`src/rtl/rxf_pkg.sv`:
```
package rxf_pkg;

   typedef enum logic [2:0] {
      E_IDLE, E_RD_BUF, E_RD_SIZE, E_RD_NEXT, E_PAY, E_WR_SIZE, E_DONE
   } eng_state_t;

   localparam logic [3:0] IDX_MAC    = 4'd0;
   localparam logic [3:0] IDX_STA_HI = 4'd1;
   localparam logic [3:0] IDX_STA_LO = 4'd2;
   localparam logic [3:0] IDX_MAXLEN = 4'd3;
   localparam logic [3:0] IDX_DROP   = 4'd4;
   localparam logic [3:0] IDX_DC     = 4'd5;
   localparam logic [3:0] IDX_RXCTL  = 4'd6;
   localparam logic [3:0] IDX_BASE   = 4'd7;
   localparam logic [3:0] IDX_STAT   = 4'd8;
   localparam logic [3:0] IDX_MASK   = 4'd9;
   localparam logic [3:0] IDX_IRQ    = 4'd10;

   localparam int RX_EN_BIT  = 2;
   localparam int DMA_EN_BIT = 0;
   localparam int BC_BIT     = 9;
   localparam int MC_BIT     = 8;
   localparam int ST_RCVD    = 0;
   localparam int ST_OVF     = 2;
   localparam int ST_CNT_LSB = 16;
   localparam int FREE_BIT   = 31;

   localparam logic [31:0] MAXLEN_RST = 32'h0000_0600;
   localparam logic [31:0] DC_RST     = 32'h0003_FFFF;

endpackage

```
`src/rtl/rxf_addr_filter.sv`:
```
module rxf_addr_filter #(
   parameter int LEN_W = 16,
   parameter int OCTETS = 6
) (
   input  logic [8*OCTETS-1:0] dst,
   input  logic [LEN_W-1:0]    len,
   input  logic [8*OCTETS-1:0] station,
   input  logic [LEN_W-1:0]    len_max,
   input  logic                bc_drop,
   input  logic                bc_dc,
   input  logic                mc_drop,
   input  logic                mc_dc,
   output logic                keep
);
   localparam int AW = 8 * OCTETS;

   logic [OCTETS-1:0] oct_eq;
   logic is_bc, is_mc, bc_ok, mc_ok, addr_ok;

   for (genvar i = 0; i < OCTETS; i++) begin : g_oct
      assign oct_eq[i] = (dst[8*i +: 8] == station[8*i +: 8]);
   end

   assign is_bc = &dst;
   assign is_mc = dst[AW-8];
   // don't-care outranks drop
   assign bc_ok = bc_dc | ~bc_drop;
   assign mc_ok = mc_dc | ~mc_drop;

   always_comb begin
      if (is_bc)      addr_ok = bc_ok;
      else if (is_mc) addr_ok = mc_ok;
      else            addr_ok = &oct_eq;
   end

   assign keep = (len <= len_max) && addr_ok;
endmodule

```
`src/rtl/rxf_regs.sv`:
```
module rxf_regs
   import rxf_pkg::*;
#(
   parameter int CNT_W = 8,
   parameter int LEN_W = 16
) (
   input  logic              clk,
   input  logic              rst_n,
   input  logic              wr_en,
   input  logic [3:0]        idx,
   input  logic [31:0]       wdata,
   output logic [31:0]       rdata,
   input  logic              ovf_set,
   input  logic              dma_stop,
   input  logic              pkt_inc,
   output logic              rx_on,
   output logic              dma_start,
   output logic [31:0]       base,
   output logic [47:0]       station,
   output logic [LEN_W-1:0]  len_max,
   output logic              bc_drop,
   output logic              bc_dc,
   output logic              mc_drop,
   output logic              mc_dc,
   output logic              irq
);
   if (CNT_W < 1 || CNT_W > 16) begin : g_bad_cnt
      $error("rxf_regs: CNT_W must be 1..16");
   end
   if (LEN_W < 1 || LEN_W > 16) begin : g_bad_len
      $error("rxf_regs: LEN_W must be 1..16");
   end

   logic [31:0] mac_r, sta_hi_r, sta_lo_r, maxlen_r, drop_r, dc_r, rxctl_r, base_r, mask_r;
   logic [CNT_W-1:0] cnt, cnt_n;
   logic ovf, rcvd;
   logic [31:0] st_word;
   logic [7:0]  irq_vec;
   logic        dec, clr_ovf;

   assign dec     = wr_en && (idx == IDX_STAT) && wdata[ST_RCVD];
   assign clr_ovf = wr_en && (idx == IDX_STAT) && wdata[ST_OVF];
   assign cnt_n   = cnt + CNT_W'(pkt_inc) - CNT_W'(dec);

   always_ff @(posedge clk) begin
      if (!rst_n) begin
         mac_r    <= '0;
         sta_hi_r <= '0;
         sta_lo_r <= '0;
         maxlen_r <= MAXLEN_RST;
         drop_r   <= '0;
         dc_r     <= DC_RST;
         rxctl_r  <= '0;
         base_r   <= '0;
         mask_r   <= '0;
         cnt      <= '0;
         ovf      <= 1'b0;
         rcvd     <= 1'b0;
      end else begin
         if (wr_en) begin
            case (idx)
               IDX_MAC:    mac_r    <= wdata;
               IDX_STA_HI: sta_hi_r <= wdata;
               IDX_STA_LO: sta_lo_r <= wdata;
               IDX_MAXLEN: maxlen_r <= wdata;
               IDX_DROP:   drop_r   <= wdata;
               IDX_DC:     dc_r     <= wdata;
               IDX_BASE:   base_r   <= {wdata[31:2], 2'b00};
               IDX_MASK:   mask_r   <= wdata;
               default: ;
            endcase
         end
         if (wr_en && idx == IDX_RXCTL) rxctl_r <= wdata;
         else if (dma_stop)             rxctl_r[DMA_EN_BIT] <= 1'b0;

         cnt <= cnt_n;
         if (pkt_inc)                    rcvd <= 1'b1;
         else if (dec && cnt_n == '0)    rcvd <= 1'b0;
         if (ovf_set)      ovf <= 1'b1;
         else if (clr_ovf) ovf <= 1'b0;
      end
   end

   always_comb begin
      st_word = '0;
      st_word[ST_CNT_LSB +: CNT_W] = cnt;
      st_word[ST_OVF]  = ovf;
      st_word[ST_RCVD] = rcvd;
   end

   assign irq_vec = mask_r[7:0] & {st_word[3:0], 4'b0000};
   assign irq     = |irq_vec;

   always_comb begin
      case (idx)
         IDX_MAC:    rdata = mac_r;
         IDX_STA_HI: rdata = sta_hi_r;
         IDX_STA_LO: rdata = sta_lo_r;
         IDX_MAXLEN: rdata = maxlen_r;
         IDX_DROP:   rdata = drop_r;
         IDX_DC:     rdata = dc_r;
         IDX_RXCTL:  rdata = rxctl_r;
         IDX_BASE:   rdata = base_r;
         IDX_STAT:   rdata = st_word;
         IDX_MASK:   rdata = mask_r;
         IDX_IRQ:    rdata = {24'b0, irq_vec};
         default:    rdata = '0;
      endcase
   end

   assign rx_on     = mac_r[RX_EN_BIT] && rxctl_r[DMA_EN_BIT];
   assign dma_start = wr_en && (idx == IDX_RXCTL) && wdata[DMA_EN_BIT];
   assign base      = base_r;
   assign station   = {sta_hi_r, sta_lo_r[31:16]};
   assign len_max   = maxlen_r[LEN_W-1:0];
   assign bc_drop   = drop_r[BC_BIT];
   assign mc_drop   = drop_r[MC_BIT];
   assign bc_dc     = dc_r[BC_BIT];
   assign mc_dc     = dc_r[MC_BIT];

   // an overflow event raises the flag and drops the DMA enable
   p_ovf_flag_r7: assert property (@(posedge clk) disable iff (!rst_n)
      (ovf_set && !(wr_en && idx == IDX_RXCTL)) |=> (ovf && !rxctl_r[DMA_EN_BIT]));
   // a non-zero count always carries the received flag
   p_cnt_flag_r8: assert property (@(posedge clk) disable iff (!rst_n)
      (cnt != '0) |-> rcvd);
   // the count moves by at most one per cycle
   p_cnt_step_r8: assert property (@(posedge clk) disable iff (!rst_n)
      1'b1 |=> (cnt == $past(cnt) || cnt == $past(cnt) + CNT_W'(1) || cnt == $past(cnt) - CNT_W'(1)));
   // the interrupt needs a receive-half mask bit
   p_irq_mask_r11: assert property (@(posedge clk) disable iff (!rst_n)
      irq |-> (mask_r[7:4] != 4'b0000));
endmodule

```
`src/rtl/rxf_desc_engine.sv`:
```
module rxf_desc_engine
   import rxf_pkg::*;
#(
   parameter int LEN_W = 16,
   parameter int SZ_W  = 11
) (
   input  logic             clk,
   input  logic             rst_n,
   input  logic             rx_on,
   input  logic             keep,
   input  logic             frm_valid,
   input  logic [LEN_W-1:0] frm_len,
   output logic             frm_ready,
   input  logic             dma_start,
   input  logic [31:0]      base,
   output logic             ovf_set,
   output logic             dma_stop,
   output logic             pkt_inc,
   output logic             mem_req,
   output logic             mem_we,
   output logic [31:0]      mem_addr,
   output logic [31:0]      mem_wdata,
   input  logic [31:0]      mem_rdata,
   input  logic             mem_ack,
   output logic             pay_req,
   output logic [31:0]      pay_addr,
   output logic [SZ_W-1:0]  pay_len,
   input  logic             pay_done
);
   if (SZ_W > LEN_W || SZ_W >= FREE_BIT) begin : g_bad_sz
      $error("rxf_desc_engine: SZ_W must not exceed LEN_W and must stay below the free flag");
   end

   eng_state_t state;
   logic [31:0] cur, buf_q, nxt_q;

   always_ff @(posedge clk) begin
      if (!rst_n) begin
         state <= E_IDLE;
         cur   <= '0;
         buf_q <= '0;
         nxt_q <= '0;
      end else begin
         if (dma_start)                           cur <= base;
         else if (state == E_WR_SIZE && mem_ack)  cur <= nxt_q;
         case (state)
            E_IDLE:    if (frm_valid && rx_on && keep) state <= E_RD_BUF;
            E_RD_BUF:  if (mem_ack) begin
                          buf_q <= mem_rdata;
                          state <= E_RD_SIZE;
                       end
            E_RD_SIZE: if (mem_ack) state <= mem_rdata[FREE_BIT] ? E_RD_NEXT : E_DONE;
            E_RD_NEXT: if (mem_ack) begin
                          nxt_q <= mem_rdata;
                          state <= E_PAY;
                       end
            E_PAY:     if (pay_done) state <= E_WR_SIZE;
            E_WR_SIZE: if (mem_ack) state <= E_DONE;
            default:   state <= E_IDLE;
         endcase
      end
   end

   always_comb begin
      mem_addr = cur;
      case (state)
         E_RD_SIZE, E_WR_SIZE: mem_addr = cur + 32'd4;
         E_RD_NEXT:            mem_addr = cur + 32'd8;
         default:              mem_addr = cur;
      endcase
      mem_wdata = '0;
      mem_wdata[SZ_W-1:0] = frm_len[SZ_W-1:0];
   end

   assign mem_req   = (state == E_RD_BUF) || (state == E_RD_SIZE) ||
                      (state == E_RD_NEXT) || (state == E_WR_SIZE);
   assign mem_we    = (state == E_WR_SIZE);
   assign ovf_set   = (state == E_RD_SIZE) && mem_ack && !mem_rdata[FREE_BIT];
   assign dma_stop  = ovf_set;
   assign pkt_inc   = (state == E_WR_SIZE) && mem_ack;
   assign pay_req   = (state == E_PAY);
   assign pay_addr  = buf_q;
   assign pay_len   = frm_len[SZ_W-1:0];
   assign frm_ready = ((state == E_IDLE) && frm_valid && rx_on && !keep) || (state == E_DONE);

   // enabling the DMA reloads the ring pointer from the base
   p_reload_r10: assert property (@(posedge clk) disable iff (!rst_n)
      dma_start |=> (cur == $past(base)));
   // a frame is only consumed while one is offered
   p_ready_valid_r9: assert property (@(posedge clk) disable iff (!rst_n)
      frm_ready |-> frm_valid);
   // with reception off the engine never leaves idle
   p_idle_off_r9: assert property (@(posedge clk) disable iff (!rst_n)
      (state == E_IDLE && !rx_on) |=> (state == E_IDLE));
   // a busy descriptor ends the frame without any write
   p_ovf_no_write_r7: assert property (@(posedge clk) disable iff (!rst_n)
      ovf_set |=> (state == E_DONE && !mem_req));
endmodule

```
`src/rtl/rx_filter_dma.sv`:
```
module rx_filter_dma
   import rxf_pkg::*;
#(
   parameter int CNT_W = 8,
   parameter int LEN_W = 16,
   parameter int SZ_W  = 11
) (
   input  logic             clk,
   input  logic             rst_n,
   input  logic             reg_we,
   input  logic [3:0]       reg_idx,
   input  logic [31:0]      reg_wdata,
   output logic [31:0]      reg_rdata,
   input  logic             frm_valid,
   input  logic [47:0]      frm_dst,
   input  logic [LEN_W-1:0] frm_len,
   output logic             frm_ready,
   output logic             mem_req,
   output logic             mem_we,
   output logic [31:0]      mem_addr,
   output logic [31:0]      mem_wdata,
   input  logic [31:0]      mem_rdata,
   input  logic             mem_ack,
   output logic             pay_req,
   output logic [31:0]      pay_addr,
   output logic [SZ_W-1:0]  pay_len,
   input  logic             pay_done,
   output logic             irq
);
   logic rx_on, dma_start, ovf_set, dma_stop, pkt_inc, keep;
   logic bc_drop, bc_dc, mc_drop, mc_dc;
   logic [31:0] base;
   logic [47:0] station;
   logic [LEN_W-1:0] len_max;

   rxf_regs #(.CNT_W(CNT_W), .LEN_W(LEN_W)) u_regs (
      .clk(clk), .rst_n(rst_n), .wr_en(reg_we), .idx(reg_idx), .wdata(reg_wdata),
      .rdata(reg_rdata), .ovf_set(ovf_set), .dma_stop(dma_stop), .pkt_inc(pkt_inc),
      .rx_on(rx_on), .dma_start(dma_start), .base(base), .station(station),
      .len_max(len_max), .bc_drop(bc_drop), .bc_dc(bc_dc), .mc_drop(mc_drop),
      .mc_dc(mc_dc), .irq(irq)
   );

   rxf_addr_filter #(.LEN_W(LEN_W), .OCTETS(6)) u_filter (
      .dst(frm_dst), .len(frm_len), .station(station), .len_max(len_max),
      .bc_drop(bc_drop), .bc_dc(bc_dc), .mc_drop(mc_drop), .mc_dc(mc_dc), .keep(keep)
   );

   rxf_desc_engine #(.LEN_W(LEN_W), .SZ_W(SZ_W)) u_engine (
      .clk(clk), .rst_n(rst_n), .rx_on(rx_on), .keep(keep), .frm_valid(frm_valid),
      .frm_len(frm_len), .frm_ready(frm_ready), .dma_start(dma_start), .base(base),
      .ovf_set(ovf_set), .dma_stop(dma_stop), .pkt_inc(pkt_inc), .mem_req(mem_req),
      .mem_we(mem_we), .mem_addr(mem_addr), .mem_wdata(mem_wdata), .mem_rdata(mem_rdata),
      .mem_ack(mem_ack), .pay_req(pay_req), .pay_addr(pay_addr), .pay_len(pay_len),
      .pay_done(pay_done)
   );

   // every descriptor write hands the slot back with the free flag clear
   p_write_owned_r6: assert property (@(posedge clk) disable iff (!rst_n)
      (mem_req && mem_we) |-> (mem_wdata[FREE_BIT] == 1'b0 && mem_wdata[31:SZ_W] == '0));
endmodule

```
`config.mk`:
```
export PLATFORM = sky130hd
export DESIGN_NAME = rx_filter_dma
export DESIGN_NICKNAME = d
export VERILOG_FILES = /design/src/rtl/rxf_pkg.sv /design/src/rtl/rxf_addr_filter.sv /design/src/rtl/rxf_regs.sv /design/src/rtl/rxf_desc_engine.sv /design/src/rtl/rx_filter_dma.sv
export SDC_FILE = /design/constraint.sdc
export NUM_CORES = 1
export LEC_CHECK = 0
export ABC_CLOCK_PERIOD_IN_PS = 8990
export BUFFER_PORTS_ARGS = -buffer_cell sky130_fd_sc_hd__buf_4
export CORE_ASPECT_RATIO = 0.5
export CORE_MARGIN = 2
export CORE_UTILIZATION = 55
export CTS_BUF_LIST = sky130_fd_sc_hd__clkbuf_8
export DETAILED_ROUTE_END_ITERATION = 7
export PLACE_DENSITY = 0.77
export SLEW_MARGIN = 20
export SYNTH_ARGS = -nofsm -noshare
export SYNTH_HDL_FRONTEND = slang
export SYNTH_HIERARCHICAL = 1
export SYNTH_SLANG_ARGS = --single-unit
export TNS_END_PERCENT = 5
```
`constraint.sdc`:
```
create_clock -name clk -period 8.99 [get_ports clk]
set_clock_uncertainty 0.15 [all_clocks]
set_input_delay 0.899 -clock clk [delete_from_list [all_inputs] [get_ports clk]]
set_output_delay 0.899 -clock clk [all_outputs]
set_load 0.02 [all_outputs]
```
==> flow_summary.ini, run 1 <==
[run_status]
outcome = finished with violations
violations = design-rule violations

[timing]
drv_slew = 0
tightest_slew_ns = 1.211
max_freq_mhz = 215.2
slew_headroom = 0.1907
setup_viol = 0
finalCritPeriodShare = 0.5168
finalCriticalPeriod_ns = 4.646
fin_setup_tns_ns = 0
rsz0062_at_grt = no
setup_slack_ns = 4.344
hold_viol = 0

[global_route]
grt_first_pass_wirelength_um = 98480
overflow = 0
grt_start_max_net_pins = 218
antenna_found_initial = 1
grt_usage = 0.3395
grt_pass1_vias = 16780

[worst_setup_path]
crit_chain = inv_1 > ha_1 > nand4_1 > nor4_1 > or3_1 > o22ai_1 > nor3_2 > and4b_1 > a21oi_1 > nor2_1 > buf_4
end_kind = output pin
path_class = reg -> out
critPathArrivalTime_ns = 3.60
cp_slowest_cell = nor3_2
crit_fanout = 3
path_delay_family = simple AND/OR/NAND/NOR gates
slowest_delay_ns = 0.59
critPathRequiredTime_ns = 7.94
start_kind = register
cp_num_buf_inv = 2

[layout]
multiInputGateArea_sq_mm = 0.01033
seqCellArea_sq_mm = 0.007908
fin_nets = 2710
final_common_cell = nand2_1
fill_cells = 3073
finalInstanceArea_sq_mm = 0.02224
antennaDiodeCount = 0
drive_above_1_share = 0.1562
most-common-layout-cells = 775 x nand2_1, 395 x dfxtp_1, 277 x buf_4
syn2layout_area_growth_pct = 12.94

[pwr]
p_leak_nw = 8.528
pwr_density_cell_mw_per_mm2 = 170.4
p_total_mw = 3.790
peakVddDrop_uv = 90.81

[route]
wl_per_cell_um = 21.32
routed_wl_um = 65270
via_per_inst = 5.949
route.detailed.drc = 1
ant_nets = 0
drtIter0Drc = 2511
vias = 18220
first_pass_iters = 8

[floorplan]
core-area_sq_mm = 0.03489
rows = 48
start_util = 0.5643
dieWidth_um = 271.6
dieHeight_um = 137.8
dieArea_sq_mm = 0.03742
num_io_pins = 282

[place]
dp_hpwl_um = 43160
place_ws_ns = 4.585
place.gp.congestion = 0.9214
placedInstanceArea_sq_mm = 0.02109
io_buffers = 260

[cts]
worstSkewPairLatency_ns = 0.66
path_clk_slew_ns = 0.07
holdBufCountCts = 0
cts_max_level = 2
cts_resized = 0
cts_setup_buffers = 0
root_buffer = clkbuf_8
cts_buffers = 56
clock_path_buffers = 3
cts_sinks = 395
cts_tree = done

[synthesis]
synth_top_area_share = 0.4016
ys_top_cells_by_area = dfxtp_1 40%, nand2_1 15%, a21boi_0 8.2%
ys_ff_latch = 395
synth_edf_count = 0
synth_area_sq_mm = 0.01969
async_flop_share = 0
synth_cells = 2470
yosysSeqAreaShare = 0.4016
ys.flop_type = dfxtp_1
yosys_warnings = 6
syn_avg_cell_area_sq_um = 7.971
yosysTopAreaCell = dfxtp_1
synth_cell_type_count = 70

[worst_hold_path]
hp-class = reg -> reg

[run]
cap_violations = 0
-- power by group --
| group | internal [mW] | leakage, nW | switching, mW |
|---|---|---|---|
| clock | 0.745 | 0.650 | 0.718 |
| combinational | 0.196 | 4.69 | 0.290 |
| sequential | 1.79 | 3.19 | 0.0478 |
-- cell families (layout without fill, tap and decap cells) --
kind of cell	count (synthesis)	count (layout)	share of synthesized area
compound gates	563	563	0.2129
simple gates	1044	1044	0.2313
other cells	2	23	0.0003814
flops	395	395	0.4016
buf+inv	323	419	0.08147
xor+xnor	75	75	0.03336
mux	41	41	0.02148
fa+ha+maj	27	27	0.01754
-- worst register-to-register path: stages, from the launching register on --
cell,delay [ns]
dfxtp_1,0.70
nand3b_4,0.30
inv_1,0.15
nand2_2,0.09
buf_4,0.49
inv_1,0.20
ha_1,0.28
fa_1,0.43
a21o_1,0.20
a21oi_1,0.16
xnor2_1,0.09
or4_1,0.51
o31a_1,0.24
-- cell type report --
type                            instances  share of cell area
Clock buffer                           72             0.04456
Clock inverter                         28            0.006808
Inverter                               40            0.006752
Multi-Input combinational cell       1773              0.4647
Sequential cell                       395              0.3556
Tap cell                              475             0.02673
Timing Repair Buffer                  279             0.09487
-- path summary, 6_finish.rpt --
kind                             from                  end  slack [ns]  cells past startpoint
hold reg to reg   u_regs/maxlen_r[30]  u_regs/maxlen_r[30]        0.30                      2
setup reg to reg    u_engine/state[1]          u_regs/rcvd        4.88                     12
hold / removal    u_regs/maxlen_r[30]  u_regs/maxlen_r[30]        0.30                      2
setup / recovery  u_regs/maxlen_r[14]            frm_ready        4.34                     11
-- registers in the layout, summed over array words and instances (netlist names), 3 cells and up --
signal / cells
u_engine/cur: 32
u_regs/base: 30
u_regs/drop_r: 32
u_regs/cnt: 8
u_engine/state: 3
u_engine/nxt_q: 32
u_regs/sta_lo_r: 32
u_engine/pay_addr: 32
u_regs/mac_r: 32
u_regs/maxlen_r: 32
u_regs/rxctl_r: 32
u_regs/dc_r: 32
u_regs/sta_hi_r: 32
u_regs/mask_r: 32
-- stage by stage --
step	hold WS, ns	utilization	std cells
2_1_floorplan	0.2819	-	2491
3_3_place_gp	0.2892	0.6038	2961
3_5_place_dp	0.2953	0.6044	2962
4_1_cts	0.3039	0.6372	3062
5_1_grt	0.3189	0.6373	3062
6_report	0.3027	0.6373	3062
-- metal layers --
layer  share of wire  vias up  track usage
met5               0        -            0
met4           0.036        0       0.1306
met3            0.13      156      0.08871
met2            0.42     1113       0.5089
met1            0.42     8522       0.4679
li1                -     8426            -
-- Yosys cell counts, types with 42 or more instances --
cell      count
a21boi_0    214
a21boi_1    115
a22oi_1      55
and2_1       52
buf_2        46
buf_4        86
clkbuf_1    146
dfxtp_1     395
nand2_1     781
nand3_1      61
nand4_1      42
xor2_1       45
No activity file was read; power rests on OpenSTA's default activity.
==> inputs of run 2 (changes only) <==
- ABC_CLOCK_PERIOD_IN_PS: 8990 -> 4400
- clock period: 8.99 -> 4.4 ns (I/O delays scaled with it)
==> run 2 against run 1 <==
  * The run now ends clean
  * Sequential power up 100%
  * Critical path depth unchanged
  * Die area unchanged
  * Routed wire length up 1.3%
  * Highest routed layer unchanged
  * Largest power group unchanged
  * Count of clock-buffer cells in the layout down 6
==> flow_summary.ini, run 2 (synthesis gave the netlist of run 1 again) <==
[timing]
tightest_slew_ns = 1.059
drv_slew = 0
finalCriticalPeriod_ns = 4.127
fin_setup_tns_ns = 0
slew_headroom = 0.2912
setup_viol = 0
hold_viol = 0
rsz0062_at_grt = no
finalCritPeriodShare = 0.9379
max_freq_mhz = 242.3

[floorplan]
dieArea_sq_mm = 0.03742
start_util = 0.5643
num_io_pins = 282
rows = 48
core-area_sq_mm = 0.03489
dieWidth_um = 271.6
dieHeight_um = 137.8

[worst_setup_path]
cp_num_buf_inv = 2
regToRegStartpoint = u_regs/maxlen_r[12]
critPathRequiredTime_ns = 3.81
crit_chain = inv_1 > ha_1 > nand4_1 > nor4_1 > or3_1 > o22ai_1 > nor3_2 > and4b_1 > a21oi_1 > nor2_1 > buf_4
path_delay_family = simple AND/OR/NAND/NOR gates
critPathArrivalTime_ns = 3.54
path_class = reg -> out
crit_fanout = 3
crit_start = u_regs/maxlen_r[12]
timing.rr.end = u_engine/state[0]
cp_slowest_cell = nor3_2
start_kind = register
r2r_slack_ns = 1.07
r2r_cells = 12
end_kind = output pin
slowest_delay_ns = 0.61

[route]
via_per_inst = 5.886
route.detailed.drc = 0
routed_wl_um = 66110
vias = 18480
drtIter0Drc = 2486
ant_nets = 0
first_pass_iters = 6
wl_per_cell_um = 21.06

[place]
place.gp.congestion = 0.9592
io_buffers = 260
dp_hpwl_um = 43720
placedInstanceArea_sq_mm = 0.02119

[global_route]
overflow = 0
antenna_found_initial = 2
grt_first_pass_wirelength_um = 99510
grt_usage = 0.3424
grt_pass1_vias = 17240
grt_start_max_net_pins = 191

[worst_hold_path]
hp-class = in -> reg
min_to = u_engine/state[1]
whs_path_depth = 3
worstHoldStart = mem_ack

[pwr]
p_leak_nw = 8.836
peakVddDrop_uv = 181.4
pwr_density_cell_mw_per_mm2 = 335.0

[layout]
fin_nets = 2787
drive_above_1_share = 0.1533
most-common-layout-cells = 775 x nand2_1, 395 x dfxtp_1, 290 x buf_4
syn2layout_area_growth_pct = 16.40
finalInstanceArea_sq_mm = 0.02292
fin_util = 0.6568
final_common_cell = nand2_1

[run]
cap_violations = 0

[cts]
path_clk_slew_ns = 0.07
cts_buffers = 55
root_buffer = clkbuf_8
worstSkewPairLatency_ns = 0.64
cts_sinks = 395
cts_max_level = 2
cts_tree = done
clock_path_buffers = 3

[run_status]
outcome = completed
## run 2: cell count changes in the layout (fill, tap and decap cells not counted), sizes merged
cell | before | now
buf | 279 | 292
clkinvlp | 3 | 5
clkbuf | 72 | 67
clkinv | 7 | 4
inv | 57 | 61
diode | 0 | 2
dlygate4sd3 | 0 | 64
## run 2: timing repair
| item | in CTS | in global routing |
|---|---|---|
| hold buffers | 64 | 0 |
| endpoints found under the hold margin | 343 | 0 |
| setup buffers | 0 | 0 |
| gates resized for setup | 0 | 0 |
## run 2: final cells by class
type	count	area, sq um
clock inverters	31	166.4
multi-input cells	1773	10320
fillers	2999	11980
clock buffers	66	908.4
well taps	475	594.3
repair buffers	357	2863
inverters	40	150.1
flip-flops and latches	395	7908
diodes	2	5.005
## run 2: worst max path at each step
stage / slack [ns] / cells after the start / to
after floorplan: 1.16 / 13 / u_regs/rcvd
final: 0.27 / 11 / frm_ready
after global routing: 0.16 / 11 / frm_ready
after global placement: 0.68 / 12 / u_regs/rcvd
after CTS: 0.37 / 12 / frm_ready
after detailed placement: 0.64 / 12 / u_regs/rcvd
## run 2: metrics by stage
stage / hold slack, ns / total power, mW / std cells / worst slack (ns)
global route: 0.06593 / 7.933 / 3137 / 0.1627
finish: 0.05751 / 7.677 / 3139 / 0.2730
floorplan: 0.2819 / 4.470 / 2491 / 1.162
detailed placement: 0.2946 / 4.816 / 2975 / 0.6398
global placement: 0.2899 / 4.808 / 2975 / 0.6821
CTS: 0.02505 / 7.658 / 3136 / 0.3651
## run 2: tightest hold or removal path, stage by stage
cell	delay, ns
buf_4	0.12
a21oi_1	0.07
o21a_1	0.16
## run 2: power by group
group / internal, mW / total (mW) / leakage, nW / switching, mW
combinational: 0.444 / 1.09 / 5.03 / 0.641
sequential: 3.66 / 3.74 / 3.19 / 0.0745
clock: 1.41 / 2.85 / 0.617 / 1.44
## run 2: routing by layer
metal	global-route usage	wire length, um
met4	0.1255	2174
met2	0.5225	28370
met5	0	0
met3	0.08121	7545
met1	0.4721	28020
